==> config.mk <==
export PLATFORM = sky130hd
export DESIGN_NAME = alu_cond_unit
export DESIGN_NICKNAME = d
export VERILOG_FILES = /design/src/rtl/alu_cond_pkg.sv /design/src/rtl/alu_arith.sv /design/src/rtl/alu_flag_reg.sv /design/src/rtl/alu_cond_eval.sv /design/src/rtl/alu_cond_unit.sv
export SDC_FILE = /design/constraint.sdc
export NUM_CORES = 1
export LEC_CHECK = 0
export ABC_AREA = 1
export BUFFER_PORTS_ARGS = -buffer_cell sky130_fd_sc_hd__buf_2
export CAP_MARGIN = 25
export CORE_MARGIN = 2
export CORE_UTILIZATION = 45
export CTS_CLUSTER_DIAMETER = 200
export CTS_CLUSTER_SIZE = 25
export DETAILED_ROUTE_END_ITERATION = 6
export PLACE_DENSITY = 0.78
export SYNTH_ARGS = -nofsm -noshare
export SYNTH_HDL_FRONTEND = slang
export SYNTH_HIERARCHICAL = 1
export SYNTH_SLANG_ARGS = --single-unit
==> constraint.sdc <==
create_clock -name clk -period 4.4 [get_ports clk]
set_input_delay 1.32 -clock clk [delete_from_list [all_inputs] [get_ports clk]]
set_output_delay 1.32 -clock clk [all_outputs]
set_load 0.02 [all_outputs]
==> src/rtl/alu_cond_pkg.sv <==
// Shared types for the integer ALU with flag register and condition unit.
// Assumes a 3-bit operation code and a 4-bit condition code.
package alu_cond_pkg;

    typedef enum logic [2:0] {
        OP_ADD = 3'd0,
        OP_SUB = 3'd1,
        OP_CMP = 3'd2,
        OP_TST = 3'd3,
        OP_LEA = 3'd4
    } alu_op_e;

    typedef enum logic [3:0] {
        CC_ALWAYS = 4'd0,
        CC_EQ     = 4'd1,
        CC_NE     = 4'd2,
        CC_NEG    = 4'd3,
        CC_NNEG   = 4'd4,
        CC_SGT    = 4'd5,
        CC_SGE    = 4'd6,
        CC_SLT    = 4'd7,
        CC_SLE    = 4'd8,
        CC_ABOVE  = 4'd9,
        CC_BELOW  = 4'd10
    } cond_e;

    // Stored status bits, packed as {carry, zero, sign, overflow}.
    typedef struct packed {
        logic c;
        logic z;
        logic s;
        logic o;
    } flags_t;

endpackage

==> src/rtl/alu_arith.sv <==
// Arithmetic/logic core: computes the result, the candidate flags and
// whether the operation writes a result and/or updates flags.
// Assumes: purely combinational, no gating by the valid strobe.
module alu_arith
    import alu_cond_pkg::*;
#(
    parameter int W = 32
) (
    input  logic [2:0]   op_code,
    input  logic [W-1:0] a,
    input  logic [W-1:0] b,
    output logic [W-1:0] res,
    output logic         wr_res,
    output logic         upd_flags,
    output flags_t       nxt
);
    localparam int MSB = W - 1;

    logic [W:0]   sum_x;
    logic [W:0]   dif_x;
    logic [W-1:0] and_v;
    logic         add_ovf;
    logic         sub_ovf;
    alu_op_e      op;

    // Extended-width sum and difference, their carry/borrow and overflows.
    always_comb begin
        op      = alu_op_e'(op_code);
        sum_x   = {1'b0, a} + {1'b0, b};
        dif_x   = {1'b0, a} - {1'b0, b};
        and_v   = a & b;
        add_ovf = (a[MSB] == b[MSB]) && (sum_x[MSB] != a[MSB]);
        sub_ovf = (a[MSB] != b[MSB]) && (dif_x[MSB] != a[MSB]);
    end

    // Select result, write/update controls and next flags per operation.
    always_comb begin
        res       = '0;
        wr_res    = 1'b0;
        upd_flags = 1'b0;
        nxt       = '0;
        case (op)
            OP_ADD: begin
                res       = sum_x[MSB:0];
                wr_res    = 1'b1;
                upd_flags = 1'b1;
                nxt.c     = sum_x[W];
                nxt.z     = (sum_x[MSB:0] == '0);
                nxt.s     = sum_x[MSB];
                nxt.o     = add_ovf;
            end
            OP_SUB, OP_CMP: begin
                res       = dif_x[MSB:0];
                wr_res    = (op == OP_SUB);
                upd_flags = 1'b1;
                nxt.c     = dif_x[W];
                nxt.z     = (dif_x[MSB:0] == '0);
                nxt.s     = dif_x[MSB];
                nxt.o     = sub_ovf;
            end
            OP_TST: begin
                res       = and_v;
                upd_flags = 1'b1;
                nxt.z     = (and_v == '0);
                nxt.s     = and_v[MSB];
            end
            OP_LEA: begin
                res    = sum_x[MSB:0];
                wr_res = 1'b1;
            end
            default: begin
                res = '0;
            end
        endcase
    end

endmodule

==> src/rtl/alu_flag_reg.sv <==
// Four-bit status register. Loads new flags when enabled.
// Assumes synchronous active-low reset clearing every flag.
module alu_flag_reg
    import alu_cond_pkg::*;
(
    input  logic   clk,
    input  logic   rst_n,
    input  logic   load,
    input  flags_t d,
    output flags_t q
);
    // Hold or load flags on each rising edge; reset clears them.
    always_ff @(posedge clk) begin
        if (!rst_n) begin
            q <= '0;
        end else if (load) begin
            q <= d;
        end
    end

endmodule

==> src/rtl/alu_cond_eval.sv <==
// Evaluates a 4-bit condition code against stored flags and widens it
// into a zero-extended byte. Assumes unused codes mean "false".
module alu_cond_eval
    import alu_cond_pkg::*;
#(
    parameter int SET_W = 8
) (
    input  flags_t            f,
    input  logic [3:0]        code,
    output logic              hit,
    output logic [SET_W-1:0]  set_v
);
    logic lt_s;

    // Signed "less" term shared by four predicates.
    always_comb lt_s = f.s ^ f.o;

    // Decode the condition code.
    always_comb begin
        case (cond_e'(code))
            CC_ALWAYS: hit = 1'b1;
            CC_EQ:     hit = f.z;
            CC_NE:     hit = ~f.z;
            CC_NEG:    hit = f.s;
            CC_NNEG:   hit = ~f.s;
            CC_SGT:    hit = ~lt_s & ~f.z;
            CC_SGE:    hit = ~lt_s;
            CC_SLT:    hit = lt_s;
            CC_SLE:    hit = lt_s | f.z;
            CC_ABOVE:  hit = ~f.c & ~f.z;
            CC_BELOW:  hit = f.c;
            default:   hit = 1'b0;
        endcase
    end

    // Zero-extend the single condition bit to the output byte.
    always_comb set_v = {{(SET_W-1){1'b0}}, hit};

endmodule

==> src/rtl/alu_cond_unit.sv <==
// Top: integer ALU + status register + condition evaluator.
// Assumes the result path is combinational and the flags are registered.
// The condition outputs follow the registered flags.
module alu_cond_unit
    import alu_cond_pkg::*;
#(
    parameter int W     = 32,
    parameter int SET_W = 8
) (
    input  logic             clk,
    input  logic             rst_n,
    input  logic             op_valid,
    input  logic [2:0]       op_sel,
    input  logic [W-1:0]     opnd_a,
    input  logic [W-1:0]     opnd_b,
    output logic [W-1:0]     res_data,
    output logic             res_we,
    output logic [3:0]       flag_q,
    input  logic [3:0]       cond_sel,
    output logic             take_br,
    output logic [SET_W-1:0] set_byte
);
    logic   wr_raw;
    logic   upd_raw;
    flags_t nxt_f;
    flags_t cur_f;

    alu_arith #(.W(W)) u_arith (
        .op_code   (op_sel),
        .a         (opnd_a),
        .b         (opnd_b),
        .res       (res_data),
        .wr_res    (wr_raw),
        .upd_flags (upd_raw),
        .nxt       (nxt_f)
    );

    alu_flag_reg u_flags (
        .clk   (clk),
        .rst_n (rst_n),
        .load  (op_valid & upd_raw),
        .d     (nxt_f),
        .q     (cur_f)
    );

    alu_cond_eval #(.SET_W(SET_W)) u_cond (
        .f     (cur_f),
        .code  (cond_sel),
        .hit   (take_br),
        .set_v (set_byte)
    );

    // Gate the write strobe and expose the stored flags.
    always_comb begin
        res_we = op_valid & wr_raw;
        flag_q = cur_f;
    end

endmodule

==> metrics.yaml, run 1 <==
postRouteAntennaNets: 0
crit_path_start_kind: "primary input"
power_frac_comb_pct: 90.8
synth_area_leaders: "nand2_1, inv_1, ha_1"
power.density_mw_per_mm2: 182
grt_pass1_vias: 9426
cp_data_required_time_ns: 3.08
io_pins: 120
worstSetupEndpointType: "output port"
yosysUniqueCellTypes: 45
clk_path_buf_depth: 2
worstSetupPathType: "primary input to output port"
max_freq_mhz: 220
wl_um: 32900
drv_cap: 0
place_area_mm2: 0.00892
fin_crit_sh_pct: 103
ys_seq_area_share_pct: 1.26
critPathArrivalTime_ns: 3.23
synth_area_per_cell_um2: 4.99
outcome: "finished, violations left"
drive_gt1_share_pct: 49.7
antenna_cells: 0
leakagePower_nw: 5.97
crit_top_cell: "nand2_1"
via_per_inst: 5.49
wl_per_cell_um: 17.9
intPower_mw: 0.944
gr-total-overflow: 0
swShare_pct: 53.1
skew_ns: 0
fp.dieW_um: 123
drc: 0
relSlewSlack_pct: 46.2
path_buf_inv: 5
finalWorstSetupSlack_ns: -0.145
tightest_slew_ns: 0.807
ctsHtreeMaxLevel: 1
syn_inst: 1279
dr.pass1.iters: 6
seqPwrFrac_pct: 2.1
total_power_mw: 2.01
gp_congestion: 0.997
n_fill_cell: 1007
dp_hpwl_um: 23700
ys_warn_count: 6
grt_max_degree: 23
yosysTopAreaCell: "nand2_1"
start_util_pct: 46.0
ys_ff_latch: 4
cts_tree: "yes"
hold_buffers: 0
synth_edf_count: 0
vias: 10100
synth_ff_type: "dfxtp_1"
rsz0062_at_grt: "yes"
crit_path_max_fanout: 8
final_cell_area_mm2: 0.0111
ir_drop_uv: 138
p_sw_mw: 1.07
syn_to_final_growth_pct: 73.7
crit_chain: "buf_2 > inv_1 > ha_4 > nand2_2 > nor2_2 > inv_1 > buf_4 > nor2_4 > nand3_2 > nand2_1 > nand2_1 > nand2_1 > nand2_1 > o221ai_2 > buf_4"
drt_iter0_markers: 986
clk_latency_ns: 0.23
gr-usage-all-layers_pct: 40.4
fp.dieH_um: 123
largest_reg_flops: 4
multiInputGateArea_mm2: 0.00669
row_count: 43
cts-buffers-inserted: 3
portBuffers: 112
p_clk_share_pct: 7.2
reg.largest.list: "u_flags/q: 4 flops"
hold_viol: 0
cts-root-buf: "clkbuf_16"
path_clk_slew_ns: 0.03
period_needed_ns: 4.55
reg2reg_slack_ns: 3.74
crit_path_top_delay_cell: "ha_4"
antenna_found_initial: 0
violations: "setup timing"
yosys.area.top_type_share_pct: 26.9
regArea_um2: 80.1
fin_nets: 1802
min_path_type: "register to register"
mappedNetlistArea_mm2: 0.00638
top_register: "u_flags/q"
die_area_mm2: 0.0151
setup_violations: 20
grt_first_pass_wirelength_um: 47200
core_mm2: 0.0139
drv_slew: 0
clkSinkCount: 4
async_flop_share_pct: 0
critPathMaxStageDelay_ns: 0.37
crit_family: "simple AND/OR/NAND/NOR gates"
-- worst paths after layout --
check,startpoint,to,cells after the start
setup / recovery,opnd_b[14],res_data[28],15
hold / removal,u_flags/q[0],u_flags/q[0],2
setup reg to reg,u_flags/q[1],u_flags/q[1],2
hold reg to reg,u_flags/q[0],u_flags/q[0],2
-- layout make-up --
type	instances	area share [%]
Timing Repair Buffer	418	27.3
Tap cell	180	2.03
Sequential cell	4	0.723
Inverter	258	8.85
Clock buffer	3	0.678
Multi-Input combinational cell	976	60.4
-- power groups by stage --
stage,Combinational [mW],Clock [mW],Sequential (mW)
floorplan,0.730,0,0.0441
CTS,1.61,0.146,0.0416
global route,1.93,0.148,0.0422
global placement,1.35,0,0.0419
detailed placement,1.36,0,0.0419
finish,1.83,0.144,0.0416
-- synth_stat cells, drive strengths merged (2+ instances only) --
cell type,n
nor3,16
clkbuf,10
nor2,134
xnor2,2
o21bai,2
a21oi,53
o221ai,28
nand2,484
nor4,4
o211ai,5
nand4,24
inv,252
nand3b,3
dfxtp,4
buf,37
clkinv,6
nand3,94
ha,65
and2,4
o21ai,33
fa,2
xor2,11
-- cell usage in the layout (no fill, tap or decap), drive strengths merged, types with 24 or more instances in the layout --
cell type | synthesis | final
ha | 65 | 65
o221ai | 28 | 28
nand4 | 24 | 24
nand3 | 94 | 94
inv | 252 | 252
buf | 37 | 418
o21ai | 33 | 33
a21oi | 53 | 53
nor2 | 134 | 134
nand2 | 484 | 484
-- metrics by stage --
step	instances	hold WS (ns)	utilization, %	setup WS [ns]	TNS [ns]
floorplan	1285	0.556	-	0.0644	0
global placement	1802	0.473	64.3	-0.369	-5.94
detailed placement	1802	0.510	64.3	-0.352	-5.97
CTS	1830	0.514	75.2	-0.0718	-0.488
global route	1839	0.544	79.8	-0.218	-3.26
finish	1839	0.533	79.8	-0.145	-1.53
-- worst register-to-register path, cell delays in order (launching register included) --
cell and delay, ns:
dfxtp_1 0.35, nor2_1 0.14, nor2_1 0.06
-- layer usage --
layer  track usage (%)  share of wire, %  routed length, um  vias to the layer above
met3              5.86               9.5               3130                      127
met5                 0                 0                  0                        -
met1              52.2                40              13100                     4629
met4              14.1               4.5               1470                        0
met2              68.3                46              15200                      630
li1                  -                 -                  -                     4713
-- kinds of logic (layout without fill, tap and decap cells) --
kind of cell    Yosys count  after routing  share of synthesized area, %
simple gates            766            766                          51.3
flops                     4              4                          1.26
buf+inv                 305            679                          20.0
fa+ha+maj                67             67                          13.4
xor+xnor                 13             13                          1.90
other cells               1              7                        0.0588
compound gates          123            123                          12.2
-- what timing repair did --
action,4_1_cts,5_1_grt
endpoints found under the setup margin,24,26
buffers inserted,25,9
resized for setup,319,158
pin swaps,75,60
Power figures use the tool's default switching activity.
==> inputs of run 2 (changes only) <==
CORE_UTILIZATION = 52   (was 45)
PLACE_DENSITY = 0.87   (was 0.78)
TNS_END_PERCENT = 5   (was not set)
==> metrics.yaml, run 2 (synthesized netlist as in run 1, its figures left out) <==
clk_path_buf_depth: 2  # unchanged
reg.largest.list: "u_flags/q: 4 flops"
min_path_type: "register to register"
grt_first_pass_wirelength_um: 43300  # -8.2%
leakagePower_nw: 5.59  # -6.3%
dp_hpwl_um: 21800  # -8.1%
fp.dieH_um: 115  # -6.7%
worstSetupPathType: "primary input to output port"
r2r_start: "u_flags/q[2]"
crit_family: "simple AND/OR/NAND/NOR gates"
via_per_inst: 5.75  # +4.7%
start_util_pct: 53.1  # +7.2 points
vias: 10100  # +0.25%
antenna_cells: 0  # unchanged
io_pins: 120  # unchanged
syn_to_final_growth_pct: 57.0
grt_max_degree: 23  # unchanged
busiest_layer: "met2"
power.density_mw_per_mm2: 182  # +0.34%
row_count: 40  # -7.0%
critPathArrivalTime_ns: 3.30  # +0.07 ns
path_clk_slew_ns: 0.03  # about the same
relSlewSlack_pct: 27.7  # -18 points
crit_path_max_fanout: 6  # -2
outcome: "finished, violations left"
fin_crit_sh_pct: 105  # +1.6 points
cts_tree: "yes"
clkSinkCount: 4  # unchanged
met1_usage_pct: 49.9  # -2.3 points
mostFrequentLayoutCells: "nand2_1, buf_4, inv_1"
drc: 0  # unchanged
layout_commonest_cell: "nand2_1"
drive_gt1_share_pct: 40.1  # -9.5 points
period_needed_ns: 4.62  # +0.0699 ns
dr.pass1.iters: 7  # +1
cp_data_required_time_ns: 3.08  # about the same
wl_um: 29700  # -9.5%
die_area_mm2: 0.0132  # -13%
path_buf_inv: 3  # -2
hp-start: "u_flags/q[0]"
violations: "setup timing"
worstSetupEndpointType: "output port"
crit_path_top_delay_cell: "ha_4"
core_mm2: 0.0120  # -13%
gr-usage-all-layers_pct: 41.0  # +0.64 points
drv_cap: 0  # unchanged
gr-total-overflow: 0  # unchanged
drv_slew: 0  # unchanged
dp_slack_ns: -0.387  # -0.0347 ns
finalWorstSetupSlack_ns: -0.215  # -0.0699 ns
grt_pass1_vias: 9429  # +0.032%
crit_top_cell: "nand2_1"
fin_nets: 1757  # -2.5%
wl_per_cell_um: 16.9  # -5.5%
tightest_slew_ns: 1.08  # +0.277 ns
cts-buffers-inserted: 3  # unchanged
fp.dieW_um: 115  # -6.7%
crit_path_start_kind: "primary input"
gp_congestion: 1.04  # +4.6%
ir_drop_uv: 102  # -26%
n_fill_cell: 811  # -19%
hold_buffers: 0  # unchanged
grt_use_met3_pct: 8.07  # +2.2 points
antenna_found_initial: 0  # unchanged
skew_ns: 0  # unchanged
crit_chain: "buf_2 > inv_2 > ha_4 > nor2_2 > nand2_1 > nor2_1 > nand3_1 > nand3_2 > nand2_1 > nand2_1 > xor2_1 > o221ai_1 > buf_4"
hold_viol: 0  # unchanged
whs_ns: 0.504  # -0.0287 ns
top_register: "u_flags/q"
clk_latency_ns: 0.22  # about the same
startpoint: "opnd_b[5]"
max_freq_mhz: 217  # -1.5%
grtUsageMet2_pct: 70.7  # +2.4 points
cts-root-buf: "clkbuf_16"
ctsHtreeMaxLevel: 1  # unchanged
largest_reg_flops: 4  # unchanged
rsz0062_at_grt: "yes"
portBuffers: 112  # unchanged
postRouteAntennaNets: 0  # unchanged
setup_violations: 24  # +20%
critPathMaxStageDelay_ns: 0.27  # -0.10 ns
drt_iter0_markers: 1321  # +34%
## run 2: changes by cell type in the layout (fill, tap and decap cells not counted), sizes merged
cell  before  now
buf      418  373
## run 2: cell type report
type / instances / area, um2 / share of cell area (%)
Clock buffer: 3 / 75.1 / 0.750
Sequential cell: 4 / 80.1 / 0.799
Inverter: 258 / 976 / 9.74
Multi-Input combinational cell: 976 / 6070 / 60.6
Timing Repair Buffer: 373 / 2630 / 26.2
Tap cell: 147 / 184 / 1.84
## run 2: path summary, 6_finish.rpt
| check | to | slack (ns) | cells after the start |
|---|---|---|---|
| worst max-delay path | res_data[20] | -0.22 | 13 |
| worst min-delay path | u_flags/q[0] | 0.50 | 2 |
| worst max register to register | u_flags/q[2] | 3.75 | 2 |
| worst min register to register | u_flags/q[0] | 0.50 | 2 |
## run 2: metal layers
layer	vias to the layer above	wire [um]
met5	-	0
met4	0	1590
met3	180	3870
met2	800	13700
met1	4525	10600
li1	4619	-
## run 2: report_power, final
group	total [mW]	internal, mW	switching, mW	leakage [nW]
logic	1.65	0.703	0.943	5.52
registers	0.0413	0.0389	0.00238	0.0329
clock network	0.139	0.116	0.0228	0.0370
## run 2: per-stage QoR
stage	utilization [%]	cells	TNS (ns)	instance area [um2]	total power, mW
3_5_place_dp	71.5	1727	-5.41	8590	1.34
4_1_cts	79.4	1750	-0.888	9540	1.65
5_1_grt	83.4	1761	-4.67	10000	1.93
2_1_floorplan	-	1285	0	6400	0.774
3_3_place_gp	71.5	1727	-4.64	8590	1.32
6_report	83.4	1761	-2.73	10000	1.82
## run 2: worst register-to-register path, cell delays in order, from the launching register on
cell and delay [ns]:
dfxtp_1 0.40, nor2_1 0.08, nor2_1 0.11
## run 2: timing repair
item / 4_1_cts / 5_1_grt
setup endpoints to repair: 24 / 25
buffers inserted: 20 / 11
pin swaps: 34 / 46
cloned: 0 / 0
gates resized for setup: 166 / 122
==> inputs of run 3 (changes only) <==
CELL_PAD_IN_SITES_DETAIL_PLACEMENT = 0   (was not set)
CELL_PAD_IN_SITES_GLOBAL_PLACEMENT = 1   (was not set)
CORE_UTILIZATION = 34   (was 52)
PLACE_DENSITY = 0.9   (was 0.87)
clock period = 3.73 ns   (was 4.4 ns; I/O delays follow)
==> metrics.yaml, run 3 (synthesized netlist as in run 1, its figures left out) <==
ir_drop_uv: 108  # +6.4%
gr-usage-all-layers_pct: 26.9  # -14 points
violations: "setup timing"
rsz0062_at_grt: "yes"
start_util_pct: 34.3  # -19 points
drv_slew: 0  # unchanged
hold_viol: 0  # unchanged
dr.pass1.iters: 5  # -2
startpoint: "opnd_b[11]"
mostFrequentLayoutCells: "nand2_1, buf_4, inv_1"
dp_hpwl_um: 23000  # +5.5%
r2r_cells: 2  # unchanged
outcome: "finished, violations left"
fin_crit_sh_pct: 111
power.density_mw_per_mm2: 206  # +13%
cts-root-buf: "clkbuf_16"
antenna_cells: 0  # unchanged
reg.largest.list: "u_flags/q: 4 flops"
grt_pass1_vias: 8780  # -6.9%
path_clk_slew_ns: 0.03  # about the same
intPower_mw: 1.04  # +22%
p_sw_mw: 1.14  # +18%
n_fill_cell: 1731  # +110%
grt_max_degree: 23  # unchanged
drt_iter0_markers: 884  # -33%
portBuffers: 112  # unchanged
skew_ns: 0  # unchanged
seqPwrFrac_pct: 2.2  # about the same
tns_ns: -7.30  # -4.57 ns
path_buf_inv: 6  # +3
wl_um: 28600  # -3.8%
die_area_mm2: 0.0199  # +51%
gp_congestion: 1.07  # +2.1%
tightest_slew_ns: 0.615  # -0.469 ns
min_path_type: "register to register"
via_per_inst: 5.11  # -11%
syn_to_final_growth_pct: 66.6
fp.dieH_um: 141  # +23%
final_core_util_pct: 57.2  # -26 points
place_inst: 1850  # +7.1%
crit_path_max_fanout: 6  # unchanged
period_needed_ns: 4.13
drc: 0  # unchanged
drive_gt1_share_pct: 44.2  # +4.1 points
antenna_found_initial: 0  # unchanged
fp.dieW_um: 141  # +23%
drv_cap: 0  # unchanged
cp_data_required_time_ns: 2.61  # -0.47 ns
r2r_start: "u_flags/q[2]"
crit_chain: "buf_2 > inv_2 > ha_4 > buf_4 > nor2_2 > inv_2 > nor2_4 > nand3_2 > nand2_2 > buf_4 > nand2_2 > nand2_1 > nand2_1 > nand2_2 > nand2_1 > o221ai_2 > buf_4"
power_frac_comb_pct: 90.0  # about the same
crit_family: "simple AND/OR/NAND/NOR gates"
cts_tree: "yes"
layout_commonest_cell: "nand2_1"
p_clk_share_pct: 7.7  # about the same
whs_ns: 0.505  # +0.000401 ns
clk_path_buf_depth: 2  # unchanged
postRouteAntennaNets: 0  # unchanged
max_freq_mhz: 242
row_count: 50  # +25%
worstSetupPathType: "primary input to output port"
critPathArrivalTime_ns: 3.01  # -0.29 ns
leakagePower_nw: 5.80  # +3.7%
top_register: "u_flags/q"
swShare_pct: 52.3  # -0.73 points
ctsHtreeMaxLevel: 1  # unchanged
place_area_mm2: 0.00901  # +4.8%
finalWorstSetupSlack_ns: -0.396  # -0.181 ns
hp-start: "u_flags/q[3]"
crit_path_top_delay_cell: "ha_4"
final_cell_area_mm2: 0.0106  # +6.1%
wl_per_cell_um: 15.2  # -9.7%
crit_path_start_kind: "primary input"
hold_depth: 2  # unchanged
clk_latency_ns: 0.23  # about the same
vias: 9588  # -5.3%
clkSinkCount: 4  # unchanged
instances_no_fill: 1877  # +6.6%
relSlewSlack_pct: 58.6  # +31 points
gr-total-overflow: 0  # unchanged
largest_reg_flops: 4  # unchanged
critPathMaxStageDelay_ns: 0.27  # about the same
worstSetupEndpointType: "output port"
core_mm2: 0.0186  # +55%
grt_first_pass_wirelength_um: 43000  # -0.68%
cts-buffers-inserted: 3  # unchanged
setup_violations: 25  # +4.2%
critical_path_depth: 17  # +4
io_pins: 120  # unchanged
fin_nets: 1786  # +1.7%
[run 3: repair_timing]
item / 4_1_cts / 5_1_grt
resized for setup: 172 / 173
hold buffers: 0 / 0
setup endpoints to repair: 28 / 28
setup buffers: 7 / 17
pin swaps: 19 / 56
[run 3: path summary, 6_finish.rpt]
path                            slack (ns)      endpoint
worst max register to register        3.13  u_flags/q[2]
worst min-delay path                  0.50  u_flags/q[3]
worst min register to register        0.50  u_flags/q[3]
worst max-delay path                 -0.40  res_data[21]
[run 3: layout make-up]
cell class	instances	area, um2	share of cell area (%)
clock buffer	3	75.1	0.706
multi-input combinational	976	6340	59.7
timing repair buffer	402	2860	27.0
tap	234	293	2.76
sequential	4	80.1	0.754
inverter	258	975	9.17
[run 3: per-stage QoR]
step,total power [mW],worst slack (ns)
after global placement,1.62,-0.620
after global routing,2.33,-0.453
final,2.19,-0.396
after CTS,1.98,-0.358
after floorplan,0.925,-0.0887
after detailed placement,1.64,-0.603
[run 3: power by group through the flow]
stage	clock network [mW]	registers, mW	logic, mW
finish	0.170	0.0487	1.97
global route	0.175	0.0492	2.11
CTS	0.172	0.0487	1.75
detailed placement	0	0.0493	1.59
global placement	0	0.0491	1.57
floorplan	0	0.0521	0.873
[run 3: metal layers]
metal / track usage [%] / part of all wire [%] / up-vias
met5: 0 / 0 / -
met4: 8.05 / 3.8 / 0
met3: 4.48 / 8.7 / 93
met2: 45.7 / 46 / 526
met1: 34.9 / 41 / 4295
li1: - / - / 4674
[run 3: tightest hold or removal path: cells and delay by family, from the launching register on]
kind             cells  cell delay [ns]
DFF                  1             0.32
and+or+nand+nor      2             0.14
